File: src/rtl/irqc_pkg.sv
package irqc_pkg;
  localparam int NUM_SRC   = 8;
  localparam int PRIO_W    = 3;
  localparam int REG_W     = 8;
  localparam int ADDR_W    = $clog2(NUM_SRC);

  localparam int BIT_POL   = 7;
  localparam int BIT_EDGE  = 6;
  localparam int BIT_STAT  = 5;
  localparam int BIT_EN    = 4;
  localparam int BIT_CLR   = 3;

  typedef struct packed {
    logic              pol;
    logic              edge_mode;
    logic              en;
    logic [PRIO_W-1:0] prio;
  } src_cfg_t;
endpackage

File: src/rtl/irqc_source.sv
module irqc_source
  import irqc_pkg::*;
(
  input  logic              clk,
  input  logic              rst_n,
  input  logic              req_n,
  input  logic              wr_hit,
  input  logic [REG_W-1:0]  wdata,
  output logic              status,
  output logic [PRIO_W-1:0] prio,
  output logic [REG_W-1:0]  reg_word
);
  src_cfg_t cfg_q;
  logic     sync1_q, sync2_q, prev_q;
  logic     pend_q, pend_d;
  logic     active, edge_evt, clr_hit, next_edge;

  always_ff @(posedge clk or negedge rst_n) begin
    if (!rst_n) begin
      sync1_q <= 1'b1;
      sync2_q <= 1'b1;
      prev_q  <= 1'b1;
    end else begin
      sync1_q <= req_n;
      sync2_q <= sync1_q;
      prev_q  <= sync2_q;
    end
  end

  // pin level qualified by polarity; transitions selected by polarity
  assign active   = cfg_q.pol ? sync2_q : ~sync2_q;
  assign edge_evt = cfg_q.pol ? (sync2_q & ~prev_q) : (~sync2_q & prev_q);

  assign clr_hit   = wr_hit & wdata[BIT_CLR] & cfg_q.edge_mode;
  assign next_edge = wr_hit ? wdata[BIT_EDGE] : cfg_q.edge_mode;

  always_comb begin
    if (!next_edge)
      pend_d = 1'b0;
    else if (cfg_q.edge_mode && edge_evt)
      pend_d = 1'b1;
    else
      pend_d = pend_q & ~clr_hit;
  end

  always_ff @(posedge clk or negedge rst_n) begin
    if (!rst_n) begin
      cfg_q  <= '0;
      pend_q <= 1'b0;
    end else begin
      pend_q <= pend_d;
      if (wr_hit) begin
        cfg_q.pol       <= wdata[BIT_POL];
        cfg_q.edge_mode <= wdata[BIT_EDGE];
        cfg_q.en        <= wdata[BIT_EN];
        cfg_q.prio      <= wdata[PRIO_W-1:0];
      end
    end
  end

  assign status = (cfg_q.edge_mode ? pend_q : active) & cfg_q.en & (cfg_q.prio != '0);
  assign prio   = cfg_q.prio;

  always_comb begin
    reg_word               = '0;
    reg_word[BIT_POL]      = cfg_q.pol;
    reg_word[BIT_EDGE]     = cfg_q.edge_mode;
    reg_word[BIT_STAT]     = status;
    reg_word[BIT_EN]       = cfg_q.en;
    reg_word[PRIO_W-1:0]   = cfg_q.prio;
  end


  pend_sticky_chk: assert property (@(posedge clk) disable iff (!rst_n)
    (pend_q && !wr_hit) |=> pend_q);


  level_no_latch_chk: assert property (@(posedge clk) disable iff (!rst_n)
    !cfg_q.edge_mode |-> !pend_q);


  set_beats_clear_chk: assert property (@(posedge clk) disable iff (!rst_n)
    (cfg_q.edge_mode && edge_evt && clr_hit && wdata[BIT_EDGE]) |=> pend_q);
endmodule

File: src/rtl/irqc_max_prio.sv
module irqc_max_prio
  import irqc_pkg::*;
#(
  parameter int N = NUM_SRC,
  parameter int W = PRIO_W
)(
  input  logic           clk,
  input  logic           rst_n,
  input  logic [N-1:0]   act,
  input  logic [N*W-1:0] prios,
  output logic [W-1:0]   max_prio
);
  always_comb begin
    max_prio = '0;
    for (int i = 0; i < N; i++) begin
      if (act[i] && prios[i*W +: W] > max_prio)
        max_prio = prios[i*W +: W];
    end
  end


  out_nonzero_chk: assert property (@(posedge clk) disable iff (!rst_n)
    (max_prio != '0) |-> (act != '0));

  generate
    for (genvar g = 0; g < N; g++) begin : g_chk

      out_covers_src_chk: assert property (@(posedge clk) disable iff (!rst_n)
        act[g] |-> (max_prio >= prios[g*W +: W]));
    end
  endgenerate
endmodule

File: src/rtl/irq_prio_ctrl.sv
module irq_prio_ctrl
  import irqc_pkg::*;
(
  input  logic              clk,
  input  logic              rst_n,
  input  logic [NUM_SRC-1:0] irq_req_n,
  input  logic [ADDR_W-1:0] reg_addr,
  input  logic              reg_wr,
  input  logic              reg_rd,
  input  logic [REG_W-1:0]  reg_wdata,
  output logic [REG_W-1:0]  reg_rdata,
  output logic [PRIO_W-1:0] irq_level
);
  logic [NUM_SRC-1:0]        status;
  logic [NUM_SRC*PRIO_W-1:0] prios;
  logic [REG_W-1:0]          words [NUM_SRC];

  generate
    for (genvar s = 0; s < NUM_SRC; s++) begin : g_src
      irqc_source u_src (
        .clk      (clk),
        .rst_n    (rst_n),
        .req_n    (irq_req_n[s]),
        .wr_hit   (reg_wr && (reg_addr == ADDR_W'(s))),
        .wdata    (reg_wdata),
        .status   (status[s]),
        .prio     (prios[s*PRIO_W +: PRIO_W]),
        .reg_word (words[s])
      );
    end
  endgenerate

  irqc_max_prio #(.N(NUM_SRC), .W(PRIO_W)) u_max (
    .clk      (clk),
    .rst_n    (rst_n),
    .act      (status),
    .prios    (prios),
    .max_prio (irq_level)
  );

  always_ff @(posedge clk or negedge rst_n) begin
    if (!rst_n)
      reg_rdata <= '0;
    else if (reg_rd)
      reg_rdata <= words[reg_addr];
  end


  rdata_hold_chk: assert property (@(posedge clk) disable iff (!rst_n)
    !$past(reg_rd) |-> $stable(reg_rdata));


  clr_reads_zero_chk: assert property (@(posedge clk) disable iff (!rst_n)
    !reg_rdata[BIT_CLR]);
endmodule

File: config.mk
export PLATFORM = sky130hd
export DESIGN_NAME = irq_prio_ctrl
export DESIGN_NICKNAME = d
export VERILOG_FILES = /design/src/rtl/irqc_pkg.sv /design/src/rtl/irqc_source.sv /design/src/rtl/irqc_max_prio.sv /design/src/rtl/irq_prio_ctrl.sv
export SDC_FILE = /design/constraint.sdc
export NUM_CORES = 1
export LEC_CHECK = 0
export ABC_AREA = 1
export BUFFER_PORTS_ARGS = -buffer_cell sky130_fd_sc_hd__buf_2
export CORE_MARGIN = 2
export CORE_UTILIZATION = 40
export CTS_BUF_LIST = sky130_fd_sc_hd__clkbuf_8
export CTS_CLUSTER_SIZE = 28
export DETAILED_ROUTE_END_ITERATION = 10
export SLEW_MARGIN = 20
export SYNTH_ARGS = -nofsm -noshare
export SYNTH_HDL_FRONTEND = slang
export SYNTH_SLANG_ARGS = --single-unit
File: constraint.sdc
create_clock -name clk -period 10.1 [get_ports clk]
set_input_delay 1.01 -clock clk [delete_from_list [all_inputs] [get_ports clk]]
set_output_delay 1.01 -clock clk [all_outputs]
set_load 0.03 [all_outputs]
==> results.md, run 1 <==
* Post-DP HPWL at 8137 µm
* Met3 global-route usage at 0.03103
* Reg power frac at 0.427
* Number of buffers created by CTS at 9
* Switching Share at 0.3570
* Pwr dens at 205.5 mW/mm²
* TritonCTS clock tree: done
* Measured slew at the worst slew-check pin at 0.9793 ns
* Final core utilization at 0.4563
* NetSw at 0.3790 mW
* CTS sink cnt at 87
* Distinct cells, synth at 38
* WP data arrival at 8.26 ns
* Grt ovf at 0
* CP max stage cell: o32a_2
* Clk root buf: clkbuf_8
* Area Growth Syn to Fin at 11.96%
* Setup CP Type: reg -> out
* # IOs at 34
* Final min period at 9.266 ns
* Vias at 3859
* Clk Latency, worst-skew pair at 0.35 ns
* Synthesis Warnings at 0
* # Max-Cap Violations at 0
* Share of cells above drive strength 1 at 0.1844
* Clock skew at 0.008545 ns
* Wire length per cell at 14.45 µm
* Hold Path Depth at 0
* Core area at 0.01132 mm²
* Max-slew violation count at 0
* Initial Utilization at 0.4076
* DRT antenna net count at 0
* Final wirelength at 10770 µm
* Final setup fails at 0
* Die area at 0.01241 mm²
* Comb pwr share at 0.320
* Die width at 111.4 µm
* Syn_nets at 603
* Met1 Use GR at 0.2465
* Max stage delay on crit path at 0.40 ns
* Post-synthesis register bit count at 87
* CTS Buffer Depth at 2
* Internal Power at 0.6828 mW
* Syn avg cell area at 8.138 µm²
* Startpoint types: register
* Worst setup EP type: output port
* Static leakage at 2.502 nW
* Diode count at 0
* First-pass GRT wire length at 17850 µm
* Most Frequent Cell on Critical Path: nand2_1
* Top Usage Layer GRT: met2
* HP Class: reg -> reg
* Fillers at 1149
* Register area share after synthesis at 0.4783
* Register area at 0.002207 mm²
* Rel. slew slack at 0.3447
* CTS clock-pin slew for the worst setup and hold paths at 0.08 ns
* Final hold vios at 0
* Max Freq at 0.1079 GHz
* GPL Wtd Cong at 0.8548
* Worst-path fanout max at 5
* Largest net degree at the start of global routing at 73
* Global Route met2 Usage at 0.2915
* VDD IR max at 0.08422 mV
* Post-Synthesis Cells at 567
* Worst R2R Path Depth at 10
* Outcome: complete, no violations
* Drt first pass iters at 5
* Clock H-tree levels at 3
* Iter 0 DRT Violations at 254
* Synthesized area at 0.004614 mm²
* Core Rows at 39
* Total power at 1.062 mW
* Vias/cell at 5.180
* Total GRT Usage at 0.1810
* Footprint of the multi-input gates at 0.002042 mm²
* Setup TNS at 0 ns
* Residual DRC count at 0
* Number of global-route vias before repair at 3693
* Chip height at 111.4 µm
* Data required, critical path at 9.09 ns
* Final-stage net count at 633
* Clock power share at 0.253
* Port bufs at 31
* Tcrit/Tclk final at 0.9174
* Initial antenna violation count at 0
kinds of logic (layout without fill, tap and decap cells):
group / after synthesis / in the layout / share of synthesized area
AND/OR/NAND/NOR: 212 / 212 / 0.2034
AO/OA/AOI/OAI: 150 / 150 / 0.1969
buffers and inverters: 104 / 139 / 0.08541
flip-flops: 87 / 87 / 0.4783
adder cells (fa/ha/maj): 13 / 13 / 0.03525
other: 1 / 1 / 0.0008127
final timing paths:
check	from	endpoint	slack, ns
max in group asynchronous	rst_n	g_src[1].u_src.prio[0]	8.45
worst min register to register	g_src[0].u_src.sync1_q	g_src[0].u_src.sync2_q	0.36
min in group asynchronous	rst_n	g_src[0].u_src.reg_word[7]	0.50
worst max-delay path	g_src[0].u_src.reg_word[6]	irq_level[2]	0.83
worst min-delay path	g_src[0].u_src.sync1_q	g_src[0].u_src.sync2_q	0.36
worst max register to register	g_src[3].u_src.sync2_q	reg_rdata[5]	8.20
cell type report:
type                       count  share of cell area
clock inverter                 5             0.01405
clock buffer                  11             0.02930
sequential                    87              0.4272
tap                          143             0.03463
inverter                      89             0.06466
timing repair buffer          34             0.03488
multi-input combinational    376              0.3953
cell usage after synthesis, drive strengths merged:
library cell	instances	area [µm²]
nand2	149	599.3
inv	89	334.1
o21ai	82	410.4
dfrtp	63	1577
nor2	32	135.1
nand3	25	167.7
dfstp	24	630.6
a21oi	18	93.84
o211ai	16	125.1
clkbuf	14	52.55
ha	13	162.7
o2111ai	10	87.58
a31oi	6	37.54
o22ai	5	31.28
a211oi	2	15.01
a21boi	2	30.03
a22oi	2	15.01
and2	2	13.77
nand4	2	12.51
nor3	2	10.01
o221ai	2	17.52
o32ai	2	17.52
a221oi	1	8.760
buf	1	7.510
conb	1	3.750
o21a	1	7.510
o32a	1	11.26
registers in the layout (all words and copies together) (netlist names):
register,flops
g_src.u_src.pend_q,8
g_src.u_src.reg_word,24
g_src.u_src.prev_q,8
g_src.u_src.sync2_q,8
g_src.u_src.sync1_q,8
g_src.u_src.prio,24
reg_rdata,7
critical path, delay by kind of cell (launching register included):
| family | cells | cell delay (ns) |
|---|---|---|
| AO/OA/AOI/OAI | 13 | 1.89 |
| adder cells (fa/ha/maj) | 7 | 2.13 |
| buffers and inverters | 6 | 0.56 |
| flip-flops | 1 | 0.39 |
| AND/OR/NAND/NOR | 32 | 2.92 |
per-stage QoR:
stage	instance area, µm²	hold slack [ns]	setup slack, ns	instances
6_report	5166	0.3579	0.8343	745
5_1_grt	5166	0.3621	-0.01908	745
4_1_cts	5130	0.3594	0.1944	744
3_5_place_dp	4906	0.3479	0.6069	728
3_3_place_gp	4906	0.3455	0.9264	728
2_1_floorplan	4614	0.3452	1.243	567
power by group through the flow:
stage	Combinational [mW]	Sequential, mW	Clock, mW
floorplan	0.245	0.456	0
global placement	0.318	0.458	0
detailed placement	0.332	0.461	0
CTS	0.334	0.454	0.276
global route	0.388	0.462	0.291
finish	0.340	0.454	0.268
per-layer routing:
layer / routed length (µm) / vias to the layer above / part of all wire
li1: - / 1936 / -
met4: 201 / 0 / 0.019
met3: 393 / 15 / 0.037
met2: 5009 / 80 / 0.47
met5: 0 / - / 0
met1: 5160 / 1828 / 0.48
timing repair:
item	4_1_cts	5_1_grt
hold buffers	0	0
resized for setup	0	13
buffers inserted	0	1
setup endpoints to repair	0	3
cells in the final DEF (no fill, tap or decap), types with 15 or more instances in the layout:
master      n
nand2_1   135
buf_2      30
o21ai_0    75
o211ai_1   15
dfstp_2    24
inv_1      88
a21oi_1    17
nand3_1    17
nor2_1     28
dfrtp_1    63
(Power assumes the default switching activity.)
==> inputs of run 2 (changes only) <==
Settings changed: CORE_ASPECT_RATIO set to 2, GPL_ROUTABILITY_DRIVEN set to 0.
==> results.md, run 2 (synthesis gave the netlist of run 1 again) <==
* Iter 0 DRT Violations at 251 (-1.2%)
* Critical path depth in cells at 55 (-5.2%)
* Clock H-tree levels at 3 (unchanged)
* Measured slew at the worst slew-check pin at 1.096 ns (+0.1168 ns)
* HP Class: reg -> reg
* Initial antenna violation count at 0 (unchanged)
* Number of global-route vias before repair at 4013 (+8.7%)
* Final wirelength at 11510 µm (+6.9%)
* Residual DRC count at 0 (unchanged)
* CP max stage cell: dfstp_2
* Worst Setup SP: g_src[0].u_src.sync2_q
* Port bufs at 31 (unchanged)
* Total GRT Usage at 0.1973 (+0.01640)
* First-pass GRT wire length at 18950 µm (+6.1%)
* CTS Buffer Depth at 2 (unchanged)
* Final setup fails at 0 (unchanged)
* FF-to-FF Start: g_src[3].u_src.sync2_q
* Die width at 79.95 µm (-28%)
* TritonCTS clock tree: done
* Outcome: complete, no violations
* Grt ovf at 0 (unchanged)
* Design Area, Final at 0.005152 mm² (-0.27%)
* Clk root buf: clkbuf_8
* CTS clock-pin slew for the worst setup and hold paths at 0.08 ns (about the same)
* Placement Cell Area at 0.004905 mm² (about the same)
* Worst-path fanout max at 5 (unchanged)
* WP buf/inv at 5 (-1)
* Wire length per cell at 15.49 µm (+7.2%)
* Area Growth Syn to Fin at 11.66%
* Share of cells above drive strength 1 at 0.1864 (+0.001971)
* Most Frequent Cell on Critical Path: nand2_1
* Commonest cells after routing, fill and taps aside: nand2_1, inv_1, o21ai_0
* Hold Path Depth at 0 (unchanged)
* Number of buffers created by CTS at 9 (unchanged)
* Final min period at 9.281 ns (+0.01556 ns)
* Core Rows at 55 (+41%)
* Worst setup EP type: output port
* Worst R2R Path Depth at 10 (unchanged)
* Commonest non-fill, non-tap cell in the layout: nand2_1
* Pwr dens at 206.1 mW/mm² (+0.27%)
* Vias/cell at 5.322 (+2.7%)
* Data required, critical path at 9.09 ns (about the same)
* Clk Latency, worst-skew pair at 0.36 ns (about the same)
* Fillers at 1147 (-0.17%)
* Setup CP Type: reg -> out
* Startpoint types: register
* CP top delay family: simple AND/OR/NAND/NOR gates
* Static leakage at 2.484 nW (-0.70%)
* CTS sink cnt at 87 (unchanged)
* HP Start: g_src[4].u_src.sync1_q
* Largest net degree at the start of global routing at 79 (+8.2%)
* Tcrit/Tclk final at 0.9189 (+0.001540)
* Vias at 3954 (+2.5%)
* WP data arrival at 8.27 ns (about the same)
* Post-CTS setup buffer count at 0 (unchanged)
* Max Freq at 0.1077 GHz (-0.17%)
* Final-stage net count at 632 (-0.16%)
* Diode count at 0 (unchanged)
* Post-DP HPWL at 8678 µm (+6.6%)
* Chip height at 155.9 µm (+40%)
* Max stage delay on crit path at 0.55 ns (+0.15 ns)
* Die area at 0.01246 mm² (+0.42%)
* Core area at 0.01129 mm² (-0.31%)
* VDD IR max at 0.08932 mV (+6.0%)
* Max-slew violation count at 0 (unchanged)
* Drt first pass iters at 5 (unchanged)
* Rel. slew slack at 0.2666 (-0.07814)
* DRT antenna net count at 0 (unchanged)
* Setup TNS at 0 ns (unchanged)
* # IOs at 34 (unchanged)
* Final hold vios at 0 (unchanged)
* Register area at 0.002207 mm² (unchanged)
* Footprint of the multi-input gates at 0.002046 mm² (+0.18%)
* # Max-Cap Violations at 0 (unchanged)
* Clock skew at 0.008339 ns (-0.0002057 ns)
* Initial Utilization at 0.4089 (+0.001265)
[run 2: routing by layer]
metal,vias to the layer above,track usage,wire length [µm],part of all wire
met5,-,0,0,0
met4,0,0.09927,482,0.042
met3,35,0.02951,411,0.036
met2,107,0.3532,6169,0.54
met1,1873,0.2216,4446,0.39
li1,1939,-,-,-
[run 2: power breakdown]
part	switching, mW	total, mW	leakage, nW	internal [mW]
clock	0.124	0.262	0.106	0.138
sequential	0.0462	0.455	1.02	0.409
combinational	0.221	0.345	1.35	0.125
[run 2: cell type report]
type,count,area share
Tap cell,142,0.03448
Clock buffer,9,0.02404
Timing Repair Buffer,33,0.03400
Multi-Input combinational cell,376,0.3970
Clock inverter,7,0.01724
Inverter,89,0.06484
Sequential cell,87,0.4284
[run 2: worst paths after layout]
kind,slack [ns],to
worst max register to register,8.32,reg_rdata[5]
min in group asynchronous,0.46,g_src[7].u_src.reg_word[7]
max in group asynchronous,8.44,g_src[1].u_src.reg_word[6]
worst min register to register,0.36,g_src[4].u_src.sync2_q
worst min-delay path,0.36,g_src[4].u_src.sync2_q
worst max-delay path,0.82,irq_level[2]
[run 2: repair_timing]
action                     CTS  global route
setup endpoints to repair    0             3
hold buffers                 0             0
hold endpoints to repair     0             0
gates resized for setup      0            17
[run 2: metrics by stage]
stage | instances | setup WS, ns | utilization | hold WS [ns] | total power [mW]
detailed placement | 727 | 0.5502 | 0.4346 | 0.3472 | 0.7956
floorplan | 567 | 1.243 | - | 0.3452 | 0.7018
finish | 743 | 0.8187 | 0.4565 | 0.3579 | 1.062
CTS | 743 | 0.1492 | 0.4534 | 0.3591 | 1.058
global route | 743 | -0.001878 | 0.4565 | 0.3618 | 1.139
global placement | 727 | 0.7731 | 0.4346 | 0.3456 | 0.7796
==> inputs of run 3 (changes only) <==
Settings changed: CORE_UTILIZATION 40 to 50, PLACE_DENSITY set to 0.68.
==> results.md, run 3 (synthesis gave the netlist of run 1 again) <==
* Outcome: complete, no violations
* Worst-path fanout max at 5 (unchanged)
* Final setup fails at 0 (unchanged)
* Final core utilization at 0.5668 (+0.1103)
* # IOs at 34 (unchanged)
* Vias/cell at 5.575 (+4.8%)
* Data required, critical path at 9.09 ns (about the same)
* Share of cells above drive strength 1 at 0.1830 (-0.003328)
* Measured slew at the worst slew-check pin at 1.036 ns (-0.05984 ns)
* WP data arrival at 8.35 ns (+0.08 ns)
* Pwr dens at 209.7 mW/mm² (+1.8%)
* TritonCTS clock tree: done
* # Max-Cap Violations at 0 (unchanged)
* Wire length per cell at 15.55 µm (+0.41%)
* Grt ovf at 0 (unchanged)
* Clock skew at 0.007742 ns (-0.0005967 ns)
* CTS clock-pin slew for the worst setup and hold paths at 0.09 ns (about the same)
* Commonest non-fill, non-tap cell in the layout: nand2_1
* Setup TNS at 0 ns (unchanged)
* Setup CP Type: reg -> out
* Hold-fix buffer count after cts at 0 (unchanged)
* CTS Buffer Depth at 2 (unchanged)
* VDD IR max at 0.1372 mV (+54%)
* Drt first pass iters at 6 (+1)
* Tcrit/Tclk final at 0.9265 (+0.007547)
* Max-slew violation count at 0 (unchanged)
* Clk root buf: clkbuf_8
* Core Rows at 49 (-11%)
* Core area at 0.009012 mm² (-20%)
* Largest net degree at the start of global routing at 65 (-18%)
* Worst R2R Path Depth at 10 (unchanged)
* HP Class: reg -> reg
* Post-CTS setup buffer count at 0 (unchanged)
* Initial antenna violation count at 0 (unchanged)
* Final min period at 9.358 ns (+0.07623 ns)
* Final-stage net count at 632 (unchanged)
* First-pass GRT wire length at 17760 µm (-6.3%)
* DP Worst Slack at 0.5581 ns (+0.007948 ns)
* Commonest cells after routing, fill and taps aside: nand2_1, inv_1, o21ai_0
* Final hold vios at 0 (unchanged)
* Die area at 0.01006 mm² (-19%)
* Post-DP HPWL at 8227 µm (-5.2%)
* Final wirelength at 10930 µm (-5.0%)
* Diode count at 0 (unchanged)
* Static leakage at 2.482 nW (about the same)
* Vias at 3919 (-0.89%)
* Final worst slack at 0.7425 ns (-0.07623 ns)
* CTS sink cnt at 87 (unchanged)
* Die width at 71.93 µm (-10%)
* Post-CTS Resized at 0 (unchanged)
* Most Frequent Cell on Critical Path: nand2_1
* Placement Cell Area at 0.004855 mm² (-1.0%)
* Max stage delay on crit path at 0.55 ns (about the same)
* Total GRT Usage at 0.2302 (+0.03280)
* Port bufs at 31 (unchanged)
* Chip height at 139.9 µm (-10%)
* Initial Utilization at 0.5120 (+0.1031)
* Hold Path Depth at 0 (unchanged)
* Clk Latency, worst-skew pair at 0.37 ns (about the same)
* Rel. slew slack at 0.3066 (+0.04004)
* Max Freq at 0.1069 GHz (-0.81%)
* CP max stage cell: dfstp_2
* Number of buffers created by CTS at 9 (unchanged)
* Iter 0 DRT Violations at 306 (+22%)
* Design Area, Final at 0.005109 mm² (-0.85%)
* Residual DRC count at 0 (unchanged)
* Number of global-route vias before repair at 3793 (-5.5%)
* Startpoint types: register
* Worst setup EP type: output port
* Clock H-tree levels at 3 (unchanged)
* Area Growth Syn to Fin at 10.71%
* Total power at 1.072 mW (+0.91%)
* DRT antenna net count at 0 (unchanged)
run 3: through the flow:
stage | std cells | hold slack, ns
floorplan | 567 | 0.3452
global placement | 687 | 0.3460
detailed placement | 687 | 0.3468
CTS | 703 | 0.3536
global route | 703 | 0.3454
finish | 703 | 0.3531
run 3: worst max-delay path, delay by kind of cell, from the launching register on:
kind            cells  cell delay, ns
fa+ha+maj           7            2.07
buf+inv             5            0.46
compound gates     13            2.20
simple gates       30            2.66
flops               1            0.55
run 3: final timing paths:
check	startpoint	endpoint	slack, ns
setup / recovery	g_src[0].u_src.sync2_q	irq_level[2]	0.74
hold / removal	g_src[5].u_src.sync1_q	g_src[5].u_src.sync2_q	0.35
setup reg to reg	g_src[3].u_src.sync2_q	reg_rdata[5]	8.28
hold reg to reg	g_src[5].u_src.sync1_q	g_src[5].u_src.sync2_q	0.35
max in group asynchronous	rst_n	g_src[1].u_src.prio[1]	8.48
min in group asynchronous	rst_n	g_src[6].u_src.reg_word[7]	0.53
run 3: area by class of cell:
cell class	count	area, µm²
multi-input combinational	376	2034
timing repair buffer	33	175.2
fill	851	3904
inverter	89	334.1
clock inverter	6	92.59
tap	102	127.6
clock buffer	10	137.6
sequential	87	2207
run 3: routing by layer:
layer	track usage	part of all wire
met5	0	0
met4	0.1132	0.032
met3	0.03403	0.034
met2	0.3986	0.53
met1	0.2713	0.40
run 3: report_power, final:
| part | total, mW | switching (mW) | internal (mW) |
|---|---|---|---|
| Sequential | 0.454 | 0.0453 | 0.409 |
| Combinational | 0.342 | 0.219 | 0.124 |
| Clock | 0.275 | 0.128 | 0.147 |
